--- src/rtl/bus_tenure_arbiter.sv ---
module bus_tenure_arbiter #(
  parameter int N        = 4,
  parameter int TW       = 10,
  parameter int TEN_DFLT = 64,
  parameter int TEN_MAX  = 640
) (
  input  logic          clk,
  input  logic          rst_n,
  input  logic [N-1:0]  req_i,
  input  logic [N*TW-1:0] ten_cfg_i,
  input  logic [N-1:0]  ten_dflt_i,
  input  logic [2:0]    pre_sel_i,
  input  logic          rotate_i,
  input  logic          bus_idle_i,
  output logic [N-1:0]  gnt_o,
  output logic          expire_o,
  output logic          preempt_o
);
  localparam int IW = (N > 1) ? $clog2(N) : 1;
  localparam int PW = 9;

  logic [IW-1:0] own_q, last_q, win;
  logic          win_ok;
  logic [TW-1:0] ten_q, ten_lim, cfg_w;
  logic [PW-1:0] pre_q, pre_lim;

  wire [N-1:0] others  = req_i & ~gnt_o;
  wire         waiting = |others;
  wire         owned   = |gnt_o;

  always_comb begin
    win    = '0;
    win_ok = 1'b0;
    for (int k = 0; k < N; k++) begin
      if (!win_ok && req_i[rotate_i ? (int'(last_q) + 1 + k) % N : k]) begin
        win_ok = 1'b1;
        win    = IW'(rotate_i ? (int'(last_q) + 1 + k) % N : k);
      end
    end
  end

  assign cfg_w = ten_cfg_i[int'(win)*TW +: TW];

  always_comb begin
    if (ten_dflt_i[win])              ten_lim = TW'(TEN_DFLT);
    else if (int'(cfg_w) > TEN_MAX)   ten_lim = TW'(TEN_MAX);
    else                              ten_lim = cfg_w;
  end

  always_comb begin
    case (pre_sel_i)
      3'd1:    pre_lim = PW'(5);
      3'd2:    pre_lim = PW'(12);
      3'd3:    pre_lim = PW'(20);
      3'd4:    pre_lim = PW'(36);
      3'd5:    pre_lim = PW'(68);
      3'd6:    pre_lim = PW'(132);
      3'd7:    pre_lim = PW'(260);
      default: pre_lim = '0;
    endcase
  end

  always_ff @(posedge clk) begin
    if (!rst_n) begin
      gnt_o     <= '0;
      own_q     <= '0;
      last_q    <= IW'(N - 1);
      ten_q     <= '0;
      pre_q     <= '0;
      expire_o  <= 1'b0;
      preempt_o <= 1'b0;
    end else begin
      expire_o  <= 1'b0;
      preempt_o <= 1'b0;
      if (!owned) begin
        pre_q <= '0;
        if (bus_idle_i && win_ok) begin
          gnt_o  <= N'(1) << win;
          own_q  <= win;
          last_q <= win;
          ten_q  <= ten_lim;
        end
      end else if (!req_i[own_q]) begin
        gnt_o <= '0;
      end else if (waiting && ten_q == '0) begin
        gnt_o    <= '0;
        expire_o <= 1'b1;
      end else if (waiting && pre_lim != '0 && pre_q >= pre_lim - PW'(1)) begin
        gnt_o     <= '0;
        preempt_o <= 1'b1;
      end else begin
        if (ten_q != '0) ten_q <= ten_q - TW'(1);
        pre_q <= waiting ? pre_q + PW'(1) : '0;
      end
    end
  end

  AST_GNT_ONEHOT: assert property (@(posedge clk) disable iff (!rst_n)
    $onehot0(gnt_o));
  AST_IDLE_GATE: assert property (@(posedge clk) disable iff (!rst_n)
    (!owned && !bus_idle_i) |=> (gnt_o == '0));
  AST_HANDOVER_GAP: assert property (@(posedge clk) disable iff (!rst_n)
    owned |=> (gnt_o == $past(gnt_o) || gnt_o == '0));
  AST_RELEASE: assert property (@(posedge clk) disable iff (!rst_n)
    (owned && (req_i & gnt_o) == '0) |=> (gnt_o == '0 && !expire_o && !preempt_o));
  AST_KEEP_ALONE: assert property (@(posedge clk) disable iff (!rst_n)
    (owned && (req_i & gnt_o) != '0 && !waiting) |=> (gnt_o == $past(gnt_o)));
  AST_PULSE_NO_GNT: assert property (@(posedge clk) disable iff (!rst_n)
    (expire_o || preempt_o) |-> (gnt_o == '0 && !(expire_o && preempt_o)));
endmodule

--- config.mk ---
export PLATFORM = sky130hd
export DESIGN_NAME = bus_tenure_arbiter
export DESIGN_NICKNAME = d
export VERILOG_FILES = /design/src/rtl/bus_tenure_arbiter.sv
export SDC_FILE = /design/constraint.sdc
export NUM_CORES = 1
export LEC_CHECK = 0
export BUFFER_PORTS_ARGS = -buffer_cell sky130_fd_sc_hd__buf_2
export CAP_MARGIN = 20
export CORE_ASPECT_RATIO = 2
export CORE_MARGIN = 2
export CORE_UTILIZATION = 45
export DETAILED_ROUTE_END_ITERATION = 10
export GPL_TIMING_DRIVEN = 0
export HOLD_SLACK_MARGIN = 0.03
export PLACE_DENSITY_LB_ADDON = 0.08
export SLEW_MARGIN = 5
export SYNTH_ARGS = -nofsm -noshare
export SYNTH_HDL_FRONTEND = slang
export SYNTH_SLANG_ARGS = --single-unit
--- constraint.sdc ---
create_clock -name clk -period 5.5 [get_ports clk]
set_clock_uncertainty 0.05 [all_clocks]
set_input_delay 0.55 -clock clk [delete_from_list [all_inputs] [get_ports clk]]
set_output_delay 0.55 -clock clk [all_outputs]
set_load 0.01 [all_outputs]
# Word-level counts from Yosys, hierarchy flattened
# Cells that the tools add are included.
# op_classes
reduce_logical	27
bitwise	11
eq_ne	12
muxes	45
add_sub_neg	7
n_mul	1
shifts	2
n_lt_le_gt_ge	8
# op_table
cell	count
$lt 32x4->1 const B	4
$mux 32	4
$mux 10	8
$pmux 9 s7	1
$shiftx 40x7->10	1
$mux 4	5
$mux 1	16
$bmux 1 s2	6
$eq 3x3->1 const B	4
$reduce_or 4->1	3
$gt 10x10->1 const B	1
$logic_not 10->1	1
$reduce_bool 10->1	1
$sub 10x1->10 const B	1
$add 9x1->9 const B	1
$ge 9x9->1	1
$mux 9	1
$reduce_bool 9->1	1
$sub 9x1->9 const B	1
$mux 2	4
$reduce_or 2->1	4
$logic_and 1x1->1	7
$eq 3x2->1 const B	2
$lt 2x3->1 const B	2
other kinds (17)	33
# word_totals
in_bits	55
regBits	29
elab_cells	120
output_inout_bits	6

# Depth between registers and ports, before layout
# Gate-level depths: netlist of the first run.
# logic_depth
depth_word	24
mapped_depth	18
ltp_nobuf	16

# Worst setup path after synthesis of the first run
# Ideal clock, no wire load.
# synth_timing
kind	input to register
from	input pre_sel_i[1]
to	register ten_q[0]
slack_ns	1.507
stages	18
path_buffers	2
t_required_ns	5.333
setup_ns	0.117
arrival_ns	3.827
path_cell_list	clkbuf_1 -> inv_1 -> ha_1 -> nor3_1 -> nor2_1 -> mux2i_1 -> o22ai_1 -> ha_1 -> o21a_1 -> o21a_1 -> o21a_1 -> o2111ai_1 -> nand3_2 -> nand2b_1 -> clkbuf_1 -> o21ai_0 -> a31oi_1 -> nor2_1
# synth_between
elab_chain_cells	7
elab_cells_between_ends	15
cone_classes	add/sub (1); order compare (1); eq/ne (8); mux (1); reduce/logical (4)
# synth_rtl
element	line	source
start: declaration	12	input logic [2:0] pre_sel_i,
$eq 3x3->1, or another cell as far along	51	case (pre_sel_i)
$pmux 9 s7 *	51	
$sub 9x1->9 / $reduce_bool 9->1 (equally long branches)	88	end else if (waiting && pre_lim != '0 && pre_q >= pre_lim - PW'(1)) begin
$ge 9x9->1 / $logic_and 1x1->1 (equally long branches)	88	
$logic_and 1x1->1 *	88	
$ne 2x2->1 (no source line) *	n/a	
$reduce_and 5->1 (no source line) *	n/a	
end signal: assignment	81	ten_q <= ten_lim;
end signal: assignment	92	if (ten_q != '0) ten_q <= ten_q - TW'(1);
end: declaration	24	logic [TW-1:0] ten_q, ten_lim, cfg_w;
# Every way passes the cells marked *; elsewhere a longest branch is shown, timed or not.
# A chain may end at the register's enable or synchronous reset.

# Final worst setup path of the first run
# layout_timing
from	input pre_sel_i[1]
to	register ten_q[1]
# The elaborated chain is that of the path after synthesis.

==> results of run 1 <==
==> metrics by stage <==
step                area (µm²)  utilization  power [mW]
floorplan                 2920            -      0.7466
global placement          3323       0.5267      0.8877
detailed placement        3329       0.5277      0.8970
CTS                       3520       0.5578       1.260
global route              3525       0.5586       1.347
finish                    3525       0.5586       1.255
==> worst max-delay path, cell delays in order <==
cell       delay [ns]
buf_2            0.11
clkbuf_1         0.29
inv_1            0.17
ha_1             0.24
nor3_1           0.56
nor2_1           0.16
mux2i_1          0.16
o22ai_1          0.13
ha_1             0.30
o21a_1           0.18
o21a_1           0.16
o21a_1           0.16
o2111ai_1        0.29
nand3_2          0.25
nand2b_1         0.26
clkbuf_1         0.33
o21ai_0          0.14
a31oi_1          0.18
nor2_1           0.06
==> area by class of cell <==
| class | instances | area, µm² | share of cell area |
|---|---|---|---|
| plain buffers | 20 | 143.9 | 0.04082 |
| clock buffers | 5 | 125.1 | 0.03550 |
| clock inverters | 3 | 65.06 | 0.01846 |
| inverters | 16 | 60.06 | 0.01704 |
| multi-input cells | 292 | 2142 | 0.6077 |
| flip-flops and latches | 29 | 580.6 | 0.1647 |
| well taps | 86 | 107.6 | 0.03053 |
| repair buffers | 60 | 300.3 | 0.08520 |
==> flip-flops by register name, summed over array words and instances (netlist names) <==
name,count
gnt_o,4
last_q,2
ten_q,10
own_q,2
pre_q,9
expire_o,1
preempt_o,1
==> worst paths after layout <==
path	startpoint	end	slack [ns]	cells past startpoint
max	pre_sel_i[1]	ten_q[1]	0.93	19
min	own_q[1]	own_q[1]	0.45	2
max reg2reg	last_q[0]	ten_q[5]	2.53	10
min reg2reg	own_q[1]	own_q[1]	0.45	2
==> power groups by stage <==
stage | sequential (mW) | combinational (mW) | clock, mW
2_1_floorplan | 0.278 | 0.469 | 0
3_3_place_gp | 0.284 | 0.604 | 0
3_5_place_dp | 0.285 | 0.612 | 0
6_report | 0.282 | 0.615 | 0.358
5_1_grt | 0.287 | 0.690 | 0.370
4_1_cts | 0.281 | 0.616 | 0.363
==> cells by family (layout without fill, tap and decap cells) <==
| kind of cell | count (synthesis) | in the layout | synth area share |
|---|---|---|---|
| mux | 26 | 26 | 0.1054 |
| simple gates | 119 | 119 | 0.2262 |
| buf+inv | 36 | 104 | 0.06984 |
| fa+ha+maj | 17 | 17 | 0.07283 |
| xor+xnor | 9 | 9 | 0.02699 |
| flops | 29 | 29 | 0.1988 |
| compound gates | 121 | 121 | 0.2999 |
==> routing by layer <==
| metal | track usage | part of all wire |
|---|---|---|
| met2 | 0.4637 | 0.58 |
| met3 | 0.03626 | 0.031 |
| met4 | 0.1291 | 0.042 |
| met1 | 0.2192 | 0.35 |
| met5 | 0 | 0 |
==> layout by cell type (no fill, tap or decap), drive strengths merged, types with 4 or more instances in the layout <==
| cell type | n |
|---|---|
| o31ai | 8 |
| inv | 16 |
| nor3 | 10 |
| o21ai | 28 |
| o211ai | 11 |
| a32o | 6 |
| nor2 | 28 |
| nand3 | 12 |
| nor2b | 8 |
| o21a | 7 |
| nor3b | 6 |
| dfxtp | 29 |
| nand2 | 21 |
| and3 | 4 |
| nor4 | 4 |
| a21boi | 9 |
| a21oi | 17 |
| buf | 70 |
| a311oi | 5 |
| ha | 17 |
| o221ai | 4 |
| mux2 | 5 |
| mux2i | 19 |
| clkbuf | 15 |
| nand2b | 9 |
| xor2 | 7 |
==> metrics.txt, run 1 <==
top-count cell post-synth=dfxtp_1; Initial DRC Count=115; switching part of the total=0.3909; Max-cap violations=0; Cell variety after synth=75; PostCTS Resize Cnt=0; filler cell count=620; First-pass DRT Iterations=4; Vias/cell=5.783; DP HPWL=6.549 mm; internal power=0.7643 mW; maximum VDD drop=0.0001624 V; Min Hold Slack=0.4488 ns; clk_lat worst skew=0.28 ns; startpoint class of the critical path=input pin; CTS Buf Count=5; Slew Limit Headroom=0.4234; RSZ-0062 raised after global routing=no; count of buffers from port buffering=59; Warnings, synthesis=0; core area=6310 µm²; combinational power share=0.491; grt total ovfl=0; vias=2955; global-route wire length before repair=13.39 mm; nets=496; setup TNS=0 ns; Synth async-reset ratio=0; Inserted Diodes=0; sequential fraction of the synthesis area=0.1988; outcome=complete, no violations; cell taking the most area after synthesis=dfxtp_1; Sw Pwr=0.4904 mW; Place WS=0.5860 ns; Residual DRC=0; syn_nets=429; Die W=60.96 µm; Final Hold Fails=0; die area=7189 µm²; # setup viols final=0; #FFs+latches synth=29; Post-synth EDFFs=0; Critical Path AT=4.69 ns; Initial Utilization=0.4628; pwr dens=356.0 nW/µm²; IO Pins=61; Worst-Margin Slew=0.8578 ns; post-synth top area share=0.1988; main flop type after synthesis=dfxtp_1; Tcrit/Tclk final=0.8303; GRT Total Usage=0.2414; largest net degree at the start of global routing=11; FP Rows=41; antenna violations before repair=0; Die Span Y=117.9 µm; Clk pin slew, worst setup/hold paths=0.05 ns; Leak=1.454 nW; HP Class=flop to flop; Routed WL=8.116 mm; Min Clock Period, post-route=4.567 ns; ANT nets after route=0; share of cells above drive strength 1=0.2541; clock buffer depth=2; number of global-route vias before repair=2929; Routed wire per std cell=15.88 µm; CTS tree=done; Worst EP required=5.62 ns; element type at the critical path end=flop; critical path type=input pin to flop; GP Congestion=0.7983; syn avg cell area=8.180 µm²; Synth area leaders=dfxtp_1, ha_1, mux2i_1; final worst setup slack=0.9333 ns; Mapped Cells=357; Flop pwr share=0.225; critical path fanouts, max=10; cts hold-fix bufs=0; CTS sink cnt=29; Layout Cells excl Fill=511; postcts setup bufs=0; clock root buffer=clkbuf_16; Area Growth Syn to Fin=20.69%; DP Cell Count=502; Slew Viols, Final=0; Fmax=219.0 MHz; # H-tree levels=2; top cells by count, synth=dfxtp_1, nor2_1, o21ai_0, nand2_1; cell area after synthesis=2920 µm²; clock power share=0.285
(Power assumes the default switching activity.)
==> run 2: changes to the inputs <==
- ABC_AREA: not set -> 1
- clock period: 5.5 -> 3.9 ns (I/O delays scaled with it)
==> metrics.txt, run 2 <==
ANT nets after route=0 (unchanged); Max-cap violations=0 (unchanged); compound-gate portion of the synthesized area=0.1711 (-0.1289); First-pass DRT Iterations=4 (unchanged); cts hold-fix bufs=0 (unchanged); main flop type after synthesis=dfxtp_1; crit-path max cell delay=0.28 ns (-0.28 ns); IO Pins=61 (unchanged); clock buffer depth=2 (unchanged); HP Class=input pin to flop; number of global-route vias before repair=2920 (-0.31%); Slowest-stage cell, CP=ha_1; maximum VDD drop=0.0004540 V (+180%); Initial DRC Count=127 (+10%); startpoint class of the critical path=input pin; Worst EP required=4.06 ns (-1.56 ns); Post-synth EDFFs=0 (unchanged); Slew Viols, Final=0 (unchanged); Synth area leaders=dfxtp_1, nand2_1, ha_1; pwr dens=702.4 nW/µm² (+97%); grt total ovfl=0 (unchanged); XOR/XNOR share of the synthesized area=0.01006 (-0.01693); PostCTS Resize Cnt=0 (unchanged); #FFs+latches synth=29 (unchanged); Place WS=-0.1304 ns (-0.7164 ns); post-synth top area share=0.2223 (+0.02353); largest family of logic cells by synthesized area=simple AND/OR/NAND/NOR gates; share of cells above drive strength 1=0.1886 (-0.06551); clk_lat worst skew=0.27 ns (about the same); DP HPWL=6.233 mm (-4.8%); Worst-Margin Slew=0.9667 ns (+0.1089 ns); GRT Total Usage=0.2464 (+0.004987); CTS sink cnt=29 (unchanged); count of buffers from port buffering=60 (+1.7%); Die Span Y=111.7 µm (-5.3%); critical path type=input pin to flop; Initial Utilization=0.4613 (-0.001502); Inserted Diodes=0 (unchanged); Top reg by flops=ten_q; Slew Limit Headroom=0.3502 (-0.07317); final worst setup slack=0.5352 ns (-0.3980 ns); top flop regs=ten_q: 10 flops, pre_q: 9 flops, gnt_o: 4 flops; element type at the critical path end=flop; Leak=1.670 nW (+15%); delay-heaviest family, CP=simple AND/OR/NAND/NOR gates; DP Cell Count=562 (+12%); WP buf/inv=6 (+2); Crit path top cell by count=inv_1; clock root buffer=clkbuf_16; outcome=complete, no violations; vias=3075 (+4.1%); Residual DRC=0 (unchanged); area share of and/or/nand/nor cells after synthesis=0.4193 (+0.1930); post-synthesis mux area share=0 (-0.1054); Tcrit/Tclk final=0.8628; critical path fanouts, max=8 (-2); Layout Cells excl Fill=570 (+12%); CTS tree=done; Warnings, synthesis=0 (unchanged); commonest cells after routing, fill and taps aside=nand2_1, buf_2, inv_1, nor2_1, nand3_1; # setup viols final=0 (unchanged); Post-Synth Adder-Cell Area=0.08146 (+0.008620); global-route wire length before repair=12.55 mm (-6.2%); syn_nets=513 (+20%); CTS Buf Count=5 (unchanged); top cells by count, synth=nand2_1, inv_1, nor2_1, nand3_1, a21oi_1; Routed WL=7.565 mm (-6.8%); antenna violations before repair=0 (unchanged); Cell variety after synth=34 (-55%); Vias/cell=5.395 (-6.7%); FP Rows=39 (-4.9%); Routed wire per std cell=13.27 µm (-16%); Final Hold Fails=0 (unchanged); # H-tree levels=2 (unchanged); GP Congestion=0.8810 (+10%); core area=5660 µm² (-10%); Synth async-reset ratio=0 (unchanged); Die W=57.87 µm (-5.1%); Fmax=297.2 MHz; top-count cell post-synth=nand2_1; most common cell after layout, fill and taps aside=nand2_1; cell area after synthesis=2611 µm² (-11%); Mapped Cells=441 (+24%); cell taking the most area after synthesis=dfxtp_1; max reg flops=10 (unchanged); sequential fraction of the synthesis area=0.2223 (+0.02353); postcts setup bufs=0 (unchanged); Min Clock Period, post-route=3.365 ns; Area Growth Syn to Fin=22.57%; Critical Path AT=3.52 ns (-1.17 ns); nets=580 (+17%); Clk pin slew, worst setup/hold paths=0.05 ns (about the same); largest net degree at the start of global routing=11 (unchanged); die area=6465 µm² (-10%); total power=2.248 mW (+79%); syn avg cell area=5.921 µm² (-28%)
## run 2: changes by cell type in the layout (fill, tap and decap cells not counted), moves of 8 or more
cell / delta
a21boi_0: -8
a21oi_1: +21
inv_1: +38
mux2i_1: -17
nand2_1: +99
nand2b_1: -8
nand3_1: +29
nor2_1: +20
nor3_1: -9
## run 2: routing by layer
metal / track usage / up-vias / part of all wire
met5: 0 / - / 0
met4: 0.1163 / 0 / 0.037
met3: 0.02555 / 21 / 0.037
met2: 0.4917 / 78 / 0.57
met1: 0.2318 / 1391 / 0.35
li1: - / 1585 / -
## run 2: worst paths after layout
check	endpoint	cells after the start	slack, ns	start
worst max-delay path	pre_q[6]	25	0.54	pre_sel_i[1]
worst min-delay path	ten_q[5]	3	0.35	rst_n
worst max register to register	ten_q[6]	20	0.98	last_q[0]
worst min register to register	pre_q[8]	1	0.41	pre_q[8]
## run 2: worst register-to-register path, stage by stage, from the launching register on
cell and delay, ns:
dfxtp_1 0.39, inv_2 0.09, nand2_1 0.16, nand2_1 0.07
nand2_1 0.14, nand2_1 0.08, nand2_2 0.11, nand2_1 0.10
nand2_2 0.17, inv_1 0.07, a21oi_2 0.30, nor2_1 0.18
nand2_1 0.09, nand4_1 0.14, nor2_1 0.15, nand3_1 0.14
nand2_4 0.13, nand2_2 0.05, nand2_1 0.08, nand2_1 0.06
a21oi_1 0.11
## run 2: power breakdown
part	internal, mW	switching [mW]
Sequential	0.363	0.0556
Combinational	0.442	0.941
Clock	0.318	0.128
## run 2: stage by stage
step                  util  hold slack (ns)  cell area, µm²  TNS (ns)
floorplan                -           0.3785            2611         0
global placement    0.5279           0.4037            2988   -0.1206
detailed placement  0.5290           0.4048            2994   -0.5287
CTS                 0.5595           0.3441            3167         0
global route        0.5654           0.3813            3201  -0.02192
finish              0.5654           0.3474            3201         0
## run 2: area by class of cell
cell class | instances | area, µm²
buffer | 6 | 37.54
clock buffer | 7 | 142.6
clock inverter | 1 | 30.03
fill | 589 | 2460
inverter | 57 | 214.0
multi-input combinational | 349 | 1819
sequential | 29 | 580.6
tap | 61 | 76.32
timing repair buffer | 60 | 300.3
## run 2: logic make-up (layout without fill, tap and decap cells)
group                      count (synthesis)  count (layout)
and+or+nand+nor                          246             246
AOI/OAI and AO/OA                         83              83
buffers and inverters                     63             131
DFF                                       29              29
adders and majority gates                 17              17
xor gates and xnor gates                   3               3
==> run 3: changes to the inputs <==
- PLACE_DENSITY: not set -> 0.83
- PLACE_DENSITY_LB_ADDON: 0.08 -> not set
==> metrics.txt, run 3 (synthesized netlist as in run 2, its figures left out) <==
outcome=complete, no violations; Routed WL=7.185 mm (-5.0%); global-route wire length before repair=12.26 mm (-2.3%); GRT Total Usage=0.2322 (-0.01413); Layout Cells excl Fill=570 (unchanged); # setup viols final=0 (unchanged); Routed met1 length=2.552 mm (-4.3%); share of cells above drive strength 1=0.1925 (+0.003929); Die Span Y=111.7 µm (unchanged); nets=580 (unchanged); R2R setup slack=1.01 ns (+0.03 ns); final worst setup slack=0.4494 ns (-0.08587 ns); largest net degree at the start of global routing=11 (unchanged); met2 routed wirelength=4.162 mm (-3.9%); commonest cells after routing, fill and taps aside=nand2_1, buf_2, inv_1, nor2_1, nand3_1; antenna violations before repair=0 (unchanged); Max-cap violations=0 (unchanged); count of buffers from port buffering=60 (unchanged); CTS Buf Count=5 (unchanged); element type at the critical path end=flop; reg2reg end=ten_q[6]; clk_lat worst skew=0.28 ns (about the same); FP Rows=39 (unchanged); Clk pin slew, worst setup/hold paths=0.05 ns (about the same); Reg2Reg Depth=20 (unchanged); Min Clock Period, post-route=3.451 ns (+0.08587 ns); met3 WL=201 µm (-29%); Worst setup endpoint=pre_q[8]; HP Class=input pin to flop; number of global-route vias before repair=3044 (+4.2%); Final Hold Fails=0 (unchanged); DR top layer=met4; Min Hold Slack=0.3590 ns (+0.01160 ns); Fmax=289.8 MHz (-2.5%); Critical path origin=pre_sel_i[1]; Slew Viols, Final=0 (unchanged); Place WS=-0.1804 ns (-0.04999 ns); Inserted Diodes=0 (unchanged); Vias/cell=5.472 (+1.4%); ANT nets after route=0 (unchanged); die area=6465 µm² (unchanged); Initial Utilization=0.4613 (unchanged); Initial DRC Count=116 (-8.7%); postcts setup bufs=0 (unchanged); DP HPWL=5.849 mm (-6.2%); Crit Reg-Reg Startpoint=last_q[0]; max reg flops=10 (unchanged); Slew Limit Headroom=0.4073 (+0.05715); IO Pins=61 (unchanged); critical path fanouts, max=8 (unchanged); Tcrit/Tclk final=0.8848 (+0.02202); most common cell after layout, fill and taps aside=nand2_1; Area Growth Syn to Fin=23.33%; clock root buffer=clkbuf_16; startpoint class of the critical path=input pin; GP Congestion=0.9483 (+7.6%); CTS tree=done; Die W=57.87 µm (unchanged); # H-tree levels=2 (unchanged); maximum VDD drop=0.0005289 V (+16%); DP Cell Count=562 (unchanged); Critical Path AT=3.61 ns (+0.09 ns); cts hold-fix bufs=0 (unchanged); total power=2.263 mW (+0.65%); core area=5660 µm² (unchanged); Worst EP required=4.06 ns (about the same); top flop regs=ten_q: 10 flops, pre_q: 9 flops, gnt_o: 4 flops; clock buffer depth=2 (unchanged); Routed wire per std cell=12.61 µm (-5.0%); Residual DRC=0 (unchanged); grt total ovfl=0 (unchanged); PostCTS Resize Cnt=0 (unchanged); CTS sink cnt=29 (unchanged); Worst-Margin Slew=0.8817 ns (-0.08501 ns); setup TNS=0 ns (unchanged); vias=3119 (+1.4%); First-pass DRT Iterations=4 (unchanged); Top reg by flops=ten_q; Leak=1.680 nW (+0.58%); pwr dens=702.5 nW/µm² (about the same); critical path type=input pin to flop
[run 3: final cells by class]
type                    count  area [µm²]
multi-input cells         349        1822
well taps                  61       76.32
repair buffers             60       300.3
clock buffers               5       125.1
inverters                  57       214.0
clock inverters             3       65.06
fillers                   594        2440
flip-flops and latches     29       580.6
plain buffers               6       37.54
[run 3: worst min-delay path by stage]
stage | start | end | slack (ns) | depth (start not counted)
finish | rst_n | ten_q[2] | 0.36 | 3
detailed placement | pre_q[8] | pre_q[8] | 0.41 | 1
CTS | rst_n | ten_q[2] | 0.36 | 3
global placement | pre_q[8] | pre_q[8] | 0.39 | 1
floorplan | pre_q[8] | pre_q[8] | 0.38 | 1
global route | rst_n | ten_q[5] | 0.38 | 3
[run 3: per-layer routing]
metal	vias up	track usage
met5	-	0
met4	0	0.1240
met3	21	0.03136
met2	76	0.4530
met1	1428	0.2171
li1	1594	-
[run 3: worst max-delay path: stages]
cell	delay (ns)
buf_2	0.16
inv_1	0.12
ha_1	0.22
nor3_2	0.22
inv_1	0.14
nor2_2	0.15
inv_1	0.06
nor2_1	0.13
inv_1	0.08
o21ai_0	0.07
inv_1	0.07
ha_1	0.30
nand3_1	0.08
nand2_1	0.08
nand2_1	0.05
nand2_1	0.06
a21oi_1	0.07
o21bai_1	0.17
nand3_1	0.15
nand2_2	0.20
inv_1	0.12
a21oi_4	0.24
o21ai_0	0.15
a21oi_1	0.13
[run 3: power by group]
part | internal [mW] | total, mW | switching, mW
Sequential | 0.363 | 0.423 | 0.0600
Combinational | 0.442 | 1.34 | 0.897
Clock | 0.364 | 0.501 | 0.136
[run 3: stage by stage]
stage | instance area [µm²] | util
after CTS | 3184 | 0.5626
after floorplan | 2611 | -
after global placement | 2988 | 0.5279
after global routing | 3221 | 0.5690
final | 3221 | 0.5690
after detailed placement | 2994 | 0.5290
